==> config.mk <==
export PLATFORM = sky130hd
export DESIGN_NAME = oneshot_pulse_gen
export DESIGN_NICKNAME = d
export VERILOG_FILES = /design/src/rtl/oneshot_pkg.sv /design/src/rtl/oneshot_sync.sv /design/src/rtl/oneshot_edge.sv /design/src/rtl/oneshot_timer.sv /design/src/rtl/oneshot_pulse_gen.sv
export SDC_FILE = /design/constraint.sdc
export NUM_CORES = 1
export LEC_CHECK = 0
export BUFFER_PORTS_ARGS = -buffer_cell sky130_fd_sc_hd__buf_4
export CAP_MARGIN = 20
export CORE_MARGIN = 2
export CORE_UTILIZATION = 48
export CTS_BUF_LIST = sky130_fd_sc_hd__clkbuf_16
export CTS_CLUSTER_DIAMETER = 60
export DETAILED_ROUTE_END_ITERATION = 8
export PLACE_DENSITY = 0.7
export SLEW_MARGIN = 30
export SYNTH_ARGS = -nofsm -noshare
export SYNTH_HDL_FRONTEND = slang
export SYNTH_SLANG_ARGS = --single-unit
==> constraint.sdc <==
create_clock -name clk -period 1.9 [get_ports clk]
set_input_delay 0.19 -clock clk [delete_from_list [all_inputs] [get_ports clk]]
set_output_delay 0.19 -clock clk [all_outputs]
set_load 0.02 [all_outputs]
==> src/rtl/oneshot_pkg.sv <==
package oneshot_pkg;

  // Index of each synchronised level inside the shared input vector.
  localparam int unsigned IDX_FALL  = 0;
  localparam int unsigned IDX_RISE  = 1;
  localparam int unsigned IDX_CLEAR = 2;
  localparam int unsigned N_LEVELS  = 3;

  // Which trigger path fired in the current cycle.
  typedef struct packed {
    logic clear_rise;
    logic rise_b;
    logic fall_a;
  } trig_src_t;

endpackage

==> src/rtl/oneshot_sync.sv <==
module oneshot_sync #(
  parameter int unsigned N      = 3,
  parameter int unsigned STAGES = 2
) (
  input  logic         clk,
  input  logic         rst_n,
  input  logic [N-1:0] async_i,
  output logic [N-1:0] sync_o
);

  logic [STAGES-1:0][N-1:0] stage_q;
  logic [STAGES-1:0][N-1:0] stage_d;

  // Shift chain: each stage takes the one before it.
  always_comb begin
    stage_d[0] = async_i;
    for (int s = 1; s < STAGES; s++) begin
      stage_d[s] = stage_q[s-1];
    end
  end

  always_ff @(posedge clk or negedge rst_n) begin
    if (!rst_n) begin
      stage_q <= '0;
    end else begin
      stage_q <= stage_d;
    end
  end

  assign sync_o = stage_q[STAGES-1];

endmodule

==> src/rtl/oneshot_edge.sv <==
module oneshot_edge
  import oneshot_pkg::*;
#(
  parameter int unsigned STAGES = 2
) (
  input  logic                clk,
  input  logic                rst_n,
  input  logic [N_LEVELS-1:0] lvl_i,
  output logic                trig_o,
  output trig_src_t           src_o
);

  // The edge history is valid once the synchroniser and the history
  // register both hold real input levels.
  localparam int unsigned SETTLE = STAGES + 1;
  localparam int unsigned SW     = $clog2(SETTLE + 1);

  logic [N_LEVELS-1:0] hist_q;
  logic [SW-1:0]       settle_q, settle_d;
  logic                settled;
  logic                settle_en;

  assign settled   = (settle_q == SW'(SETTLE));
  assign settle_en = !settled;
  assign settle_d  = settle_q + 1'b1;

  always_ff @(posedge clk or negedge rst_n) begin
    if (!rst_n) begin
      settle_q <= '0;
    end else if (settle_en) begin
      settle_q <= settle_d;
    end
  end

  always_ff @(posedge clk or negedge rst_n) begin
    if (!rst_n) begin
      hist_q <= '0;
    end else begin
      hist_q <= lvl_i;
    end
  end

  logic a_lvl, b_lvl, c_lvl;
  assign a_lvl = lvl_i[IDX_FALL];
  assign b_lvl = lvl_i[IDX_RISE];
  assign c_lvl = lvl_i[IDX_CLEAR];

  always_comb begin
    src_o            = '0;
    src_o.fall_a     = settled &  hist_q[IDX_FALL]  & ~a_lvl &  b_lvl & c_lvl;
    src_o.rise_b     = settled & ~hist_q[IDX_RISE]  &  b_lvl & ~a_lvl & c_lvl;
    src_o.clear_rise = settled & ~hist_q[IDX_CLEAR] &  c_lvl & ~a_lvl & b_lvl;
    trig_o           = |src_o;
  end

  // Once armed after reset, detection stays armed.
  p_stay_armed_r12: assert property (@(posedge clk) disable iff (!rst_n)
    settled |=> settled);

endmodule

==> src/rtl/oneshot_timer.sv <==
module oneshot_timer #(
  parameter int unsigned CNT_W = 16
) (
  input  logic             clk,
  input  logic             rst_n,
  input  logic             trig_i,
  input  logic             clear_lvl_i,
  input  logic [CNT_W-1:0] width_i,
  output logic             active_o
);

  logic [CNT_W-1:0] cnt_q, cnt_d;
  logic             cnt_en;
  logic             load;
  logic             running;

  assign running = (cnt_q != '0);
  assign load    = trig_i && (width_i != '0);

  // Priority: clear, then reload, then count down.
  always_comb begin
    cnt_d  = cnt_q;
    cnt_en = 1'b0;
    if (!clear_lvl_i) begin
      cnt_d  = '0;
      cnt_en = running;
    end else if (load) begin
      cnt_d  = width_i;
      cnt_en = 1'b1;
    end else if (running) begin
      cnt_d  = cnt_q - 1'b1;
      cnt_en = 1'b1;
    end
  end

  always_ff @(posedge clk or negedge rst_n) begin
    if (!rst_n) begin
      cnt_q <= '0;
    end else if (cnt_en) begin
      cnt_q <= cnt_d;
    end
  end

  assign active_o = running & clear_lvl_i;

  p_reload_r6: assert property (@(posedge clk) disable iff (!rst_n)
    (trig_i && width_i != '0) |=> (cnt_q == $past(width_i)));

  p_count_down_r9: assert property (@(posedge clk) disable iff (!rst_n)
    (clear_lvl_i && !trig_i && cnt_q != '0) |=> (cnt_q == $past(cnt_q) - 1'b1));

  p_clear_empties_r5: assert property (@(posedge clk) disable iff (!rst_n)
    !clear_lvl_i |=> (cnt_q == '0));

endmodule

==> src/rtl/oneshot_pulse_gen.sv <==
module oneshot_pulse_gen
  import oneshot_pkg::*;
#(
  parameter int unsigned CNT_W       = 16,
  parameter int unsigned SYNC_STAGES = 2
) (
  input  logic             clk,
  input  logic             rst_n,
  input  logic             trig_fall_i,
  input  logic             trig_rise_i,
  input  logic             clear_n_i,
  input  logic [CNT_W-1:0] width_i,
  output logic             pulse_o,
  output logic             pulse_n_o
);

  logic [N_LEVELS-1:0] raw_lvl;
  logic [N_LEVELS-1:0] sync_lvl;
  logic                trig;
  trig_src_t           trig_src;

  always_comb begin
    raw_lvl            = '0;
    raw_lvl[IDX_FALL]  = trig_fall_i;
    raw_lvl[IDX_RISE]  = trig_rise_i;
    raw_lvl[IDX_CLEAR] = clear_n_i;
  end

  oneshot_sync #(
    .N      (N_LEVELS),
    .STAGES (SYNC_STAGES)
  ) u_sync (
    .clk     (clk),
    .rst_n   (rst_n),
    .async_i (raw_lvl),
    .sync_o  (sync_lvl)
  );

  oneshot_edge #(
    .STAGES (SYNC_STAGES)
  ) u_edge (
    .clk    (clk),
    .rst_n  (rst_n),
    .lvl_i  (sync_lvl),
    .trig_o (trig),
    .src_o  (trig_src)
  );

  oneshot_timer #(
    .CNT_W (CNT_W)
  ) u_timer (
    .clk         (clk),
    .rst_n       (rst_n),
    .trig_i      (trig),
    .clear_lvl_i (sync_lvl[IDX_CLEAR]),
    .width_i     (width_i),
    .active_o    (pulse_o)
  );

  assign pulse_n_o = ~pulse_o;

  // A registered trigger keeps or raises the output with no gap.
  p_no_gap_r11: assert property (@(posedge clk) disable iff (!rst_n)
    (trig && width_i != '0) |=> pulse_o);

endmodule

# ---- Word-level counts from Yosys, hierarchy flattened
# Cells that the tools add are included.
dict set report totals {
  regBits 27
  mem_count 0
  mem_bits_ro 0
  latch_bits 0
  ramBits 0
}
dict set report classes {
  magnitude_cmp 0
  n_mul 0
  addsub 2
  reduce_logical 5
  eq_ne 2
  bitwise_logic 17
  n_mux 6
  div 0
  n_shift 0
}
# cell n
set op_table {}
lappend op_table {{$mux 16} 3}
lappend op_table {{$reduce_bool 16->1} 2}
lappend op_table {{$sub 16x1->16 const B} 1}
lappend op_table {{$and 1x1->1} 13}
lappend op_table {{$not 1->1} 4}
lappend op_table {{$mux 1} 3}
lappend op_table {{$ne 3x1->1 const B} 1}
lappend op_table {{$reduce_or 3->1} 1}
lappend op_table {{$add 2x1->2 const B} 1}
lappend op_table {{$eq 2x2->1 const B} 1}
lappend op_table {{$reduce_and 2->1} 1}
lappend op_table {{$logic_and 1x1->1} 1}

# ---- Longest topological paths before layout
dict set report depth {
  depth_word 10
  ltp_mapped 7
}

# ---- Cells and area by module
# A second synthesis with hierarchy kept.
dict set report hier_totals {
  hier_cells 128
  area_unflattened_um2 1433.9
}
# module instances cells_per_inst area_each_um2
set modules_own_cells {}
lappend modules_own_cells {oneshot_timer 1 107 1079.8}
lappend modules_own_cells {oneshot_edge 1 14 200.2}
lappend modules_own_cells {oneshot_sync 1 6 150.1}
lappend modules_own_cells {oneshot_pulse_gen 1 1 3.8}

# ---- Worst setup path after synthesis
# OpenSTA, ideal clock, no wires.
dict set report synth_timing {
  kind {register to register}
  startpoint {register u_timer.cnt_q[8]}
  endpoint {register u_timer.cnt_q[10]}
  required_time_ns 1.772
  path_stages_with_launch 7
  period_less_slack_ns 2.330
  arrival_ns 2.202
  slack_ns -0.430
  cell_sequence {dfrtp_1 > nor4_1 > nand4_1 > o21ai_0 > or2_2 > clkbuf_2 > o21ai_0}
}
dict set report synth_between {
  elab_chain_cells 5
  word_cells_on_any_way 10
  cone_classes {add/sub (1); eq/ne (1); mux (6); reduce/logical (2)}
}
# element line_no
set synth_lines {}
lappend synth_lines {{start, declared} oneshot_timer.sv:12} ;# logic [CNT_W-1:0] cnt_q, cnt_d;
lappend synth_lines {{start signal, assigned} oneshot_timer.sv:40} ;# cnt_q <= cnt_d;
lappend synth_lines {{parallel branches: the longest is 5 deep, another holds $sub 16x1->16} -}
# Several ways; the timed one is not identified. The select of a mux whose other input is x is not followed.
# A chain may end at the register's enable or synchronous reset.

# ---- Worst setup path in the final report
dict set report layout_timing {
  startpoint {register u_timer.cnt_q[1]}
  endpoint {register u_timer.cnt_q[9]}
}
# Same word-level chain as after synthesis.

==> results.ini <==
[floorplan]
design.die.area_mm2=0.00305
die_h_um=55.2
io_pins=23
cell_rows=18
initial_cell_density_of_the_core_pct=50.8
die_width_um=55.2
fp.coreArea_mm2=0.00248

[sta]
worst-slew-pin-transition_ns=0.362
grt_setup_unrepaired=true
finalHoldViolations=0
setup_viol_count_final=4
slew_headroom_pct=75.6
final-max-slew-violation-count=0
max_freq_ghz=0.495
fin_ws_ns=-0.119
finalHoldWorstSlack_ns=0.0317
finClkSkew_ns=0.00430
final_cycle_share_pct=106
final.min_clock_period_ns=2.02

[layout]
drive_gt1_share_pct=35.2
finish.instance_area_mm2=0.00172
filler_cell_count=187
num-nets-final=187
areaGrowthSynthToFinish_pct=36.4
antennaDiodeCount=0

[cts]
worstSkewPairLatency_ns=0.26
cts_max_path_buffers=2
clock_tree.htree_level_count=1
cts_inserted_buffers=3
cts_tree=yes
clkSlewWorstSetupHoldPaths_ns=0.07
clockRootBuffer=sky130_fd_sc_hd__clkbuf_16
tritoncts_num_sinks=27

[global_route]
overflow=0
initial_antenna_violation_count=0
grt_max_degree=28
via_count_of_the_first_global_routing_pass=1044
grt_pass1_wl_mm=4.74
global_route.usage.total_pct=23.0

[yosys]
syn_inst=122
synthesis.yosys.warnings=0
synth_cell_type_count=29
synth.yosys.seq_area_share_pct=53.7
postSynthRegisterBits=27
postSynthAreaPerCell_um2=10.3
syn-cell-area_mm2=0.00126
synth_nets=146

[worst_setup_path]
worstRegToRegCells=5
type_of_destination_of_the_critical_path=register
start_kind=register
critPathKind=reg2reg
worstReg2RegEnd=u_timer.cnt_q[9]
crit_required_ns=2.09
r2r_setup_slack_ns=-0.12
cp_data_arrival_time_ns=2.21
worst-path-max-fanout=2
critical_path.reg2reg.startpoint=u_timer.cnt_q[1]

[pwr]
power-per-cell-area_mw_per_mm2=1540
vdd_ir_drop_max_uv=944
power.leakage_uw=0.000749

[detailed_routing]
postRouteWirelength_mm=3.10
vias_per_cell=5.53
post-route-drc-count=0
routed_wire_length_per_instance_um=16.2
routed-via-count=1061
firstDrtPassIters=4
final_antenna_net_count=0
drc_violation_total_after_the_first_tritonroute_iteration=16

[placed_design]
placed_area_mm2=0.00156
buffer_ports.inserted=22
routabilityCongestion=0.780
placement.setup.worst_slack_ns=-0.105
place_hpwl_mm=2.21

[worst_hold_path]
worst_hold_path.endpoint=u_sync.stage_d[5]
hold_path.startpoint=clear_n_i
whs_path_depth=1
hold_class=in2reg

[flow_run]
max_cap_viol_count=0

[status]
outcome=complete, but fails checks
violated_checks=negative setup slack

-- critical path, cell delays in order, from the launching register on --
cell	delay, ns
sky130_fd_sc_hd__dfrtp_1	0.38
sky130_fd_sc_hd__or4_4	0.53
sky130_fd_sc_hd__or3_4	0.34
sky130_fd_sc_hd__or4_4	0.44
sky130_fd_sc_hd__xor2_2	0.16
sky130_fd_sc_hd__o21ai_2	0.10
-- sequential cells by signal, summed over array words and instances (netlist names) --
name and cells:
u_sync.stage_d 3, u_timer.cnt_q 16, u_sync.sync_o 3, u_edge.hist_q 3, u_edge.settle_q 2
-- how the worst max path moves through the flow --
| stage | start | end | slack (ns) |
|---|---|---|---|
| global placement | u_timer.cnt_q[2] | u_timer.cnt_q[9] | -0.09 |
| detailed placement | u_timer.cnt_q[2] | u_timer.cnt_q[9] | -0.11 |
| finish | u_timer.cnt_q[1] | u_timer.cnt_q[9] | -0.12 |
| global route | u_timer.cnt_q[1] | u_timer.cnt_q[9] | -0.18 |
| CTS | u_timer.cnt_q[0] | u_timer.cnt_q[9] | -0.12 |
| floorplan | u_timer.cnt_q[2] | u_timer.cnt_q[9] | -0.13 |
-- cells in the mapped netlist (all sizes together) --
cell type	n	area, µm²
and2	1	7.51
dfrtp	27	676
ha	3	37.5
o21ai	17	88.8
nand2	18	67.6
clkbuf	2	8.75
xor2	6	52.6
mux2i	1	10.0
inv	3	11.3
nand4b	1	8.76
and4	1	8.76
o21bai	1	7.51
nor3	6	30.0
nor2b	1	6.26
or4	2	18.8
or3	3	23.8
nor4	6	37.5
or2	1	6.26
mux2	2	22.5
nand2b	1	6.26
nand4	2	12.5
nor2	7	26.3
or2b	1	7.51
nand3	1	5.00
xnor2	8	70.1
-- layer usage --
layer  GRT usage (%)  wire length (µm)  up-vias
met5               0                 0        -
met2            41.1              1620       29
met1            28.8              1340      527
li1                -                 -      499
met4            5.69                23        0
met3            3.76               117        6
-- kinds of logic after synthesis --
logic type | share of synthesized area (%)
buf+inv | 1.59
flops | 53.7
fa+ha+maj | 2.99
simple gates | 21.7
xor+xnor | 9.75
mux | 2.59
compound gates | 7.66
-- layout make-up --
| cell class | instances | area [µm²] | area share, % |
|---|---|---|---|
| inverter | 3 | 11.3 | 0.656 |
| multi-input combinational | 90 | 609 | 35.5 |
| clock inverter | 1 | 7.51 | 0.438 |
| clock buffer | 3 | 75.1 | 4.38 |
| timing repair buffer | 38 | 299 | 17.4 |
| tap | 30 | 37.5 | 2.19 |
| sequential | 27 | 676 | 39.4 |
-- report_power, final --
part	total, µW	switching, µW	internal [µW]
registers	873	141	732
logic	1280	620	660
clock network	482	196	286
-- cell usage in the layout (no fill, tap or decap), types with 2 or more instances in the layout --
master | Yosys | final
sky130_fd_sc_hd__nor2_2 | 0 | 2
sky130_fd_sc_hd__mux2_2 | 2 | 2
sky130_fd_sc_hd__nand2_1 | 18 | 18
sky130_fd_sc_hd__nand4_1 | 2 | 2
sky130_fd_sc_hd__xnor2_1 | 8 | 8
sky130_fd_sc_hd__buf_4 | 0 | 34
sky130_fd_sc_hd__buf_6 | 0 | 3
sky130_fd_sc_hd__dfrtp_1 | 27 | 27
sky130_fd_sc_hd__or3_1 | 2 | 2
sky130_fd_sc_hd__inv_1 | 3 | 2
sky130_fd_sc_hd__xor2_1 | 6 | 5
sky130_fd_sc_hd__nor4_1 | 6 | 4
sky130_fd_sc_hd__nor2_1 | 7 | 5
sky130_fd_sc_hd__clkbuf_16 | 0 | 3
sky130_fd_sc_hd__nor3_1 | 6 | 6
sky130_fd_sc_hd__o21ai_0 | 16 | 15
sky130_fd_sc_hd__or4_4 | 1 | 2
sky130_fd_sc_hd__ha_1 | 3 | 3
sky130_fd_sc_hd__nor4_2 | 0 | 2
-- timing repair --
item	in CTS	in global routing
hold buffers	1	0
pin swaps	4	2
setup endpoints to repair	4	11
buffers inserted	2	1
hold endpoints to repair	27	0
cloned	0	0
gates resized for setup	6	5
-- per-stage QoR --
stage / utilization, % / std cells / power [µW] / TNS, ns
final: 69.2 / 192 / 2630 / -0.158
after global routing: 69.2 / 192 / 2810 / -0.777
after CTS: 68.1 / 191 / 2550 / -0.165
after detailed placement: 62.9 / 184 / 1990 / -0.105
after global placement: 62.9 / 184 / 1950 / -0.0902
after floorplan: - / 122 / 1560 / -0.132
Power figures use the tool's default switching activity.
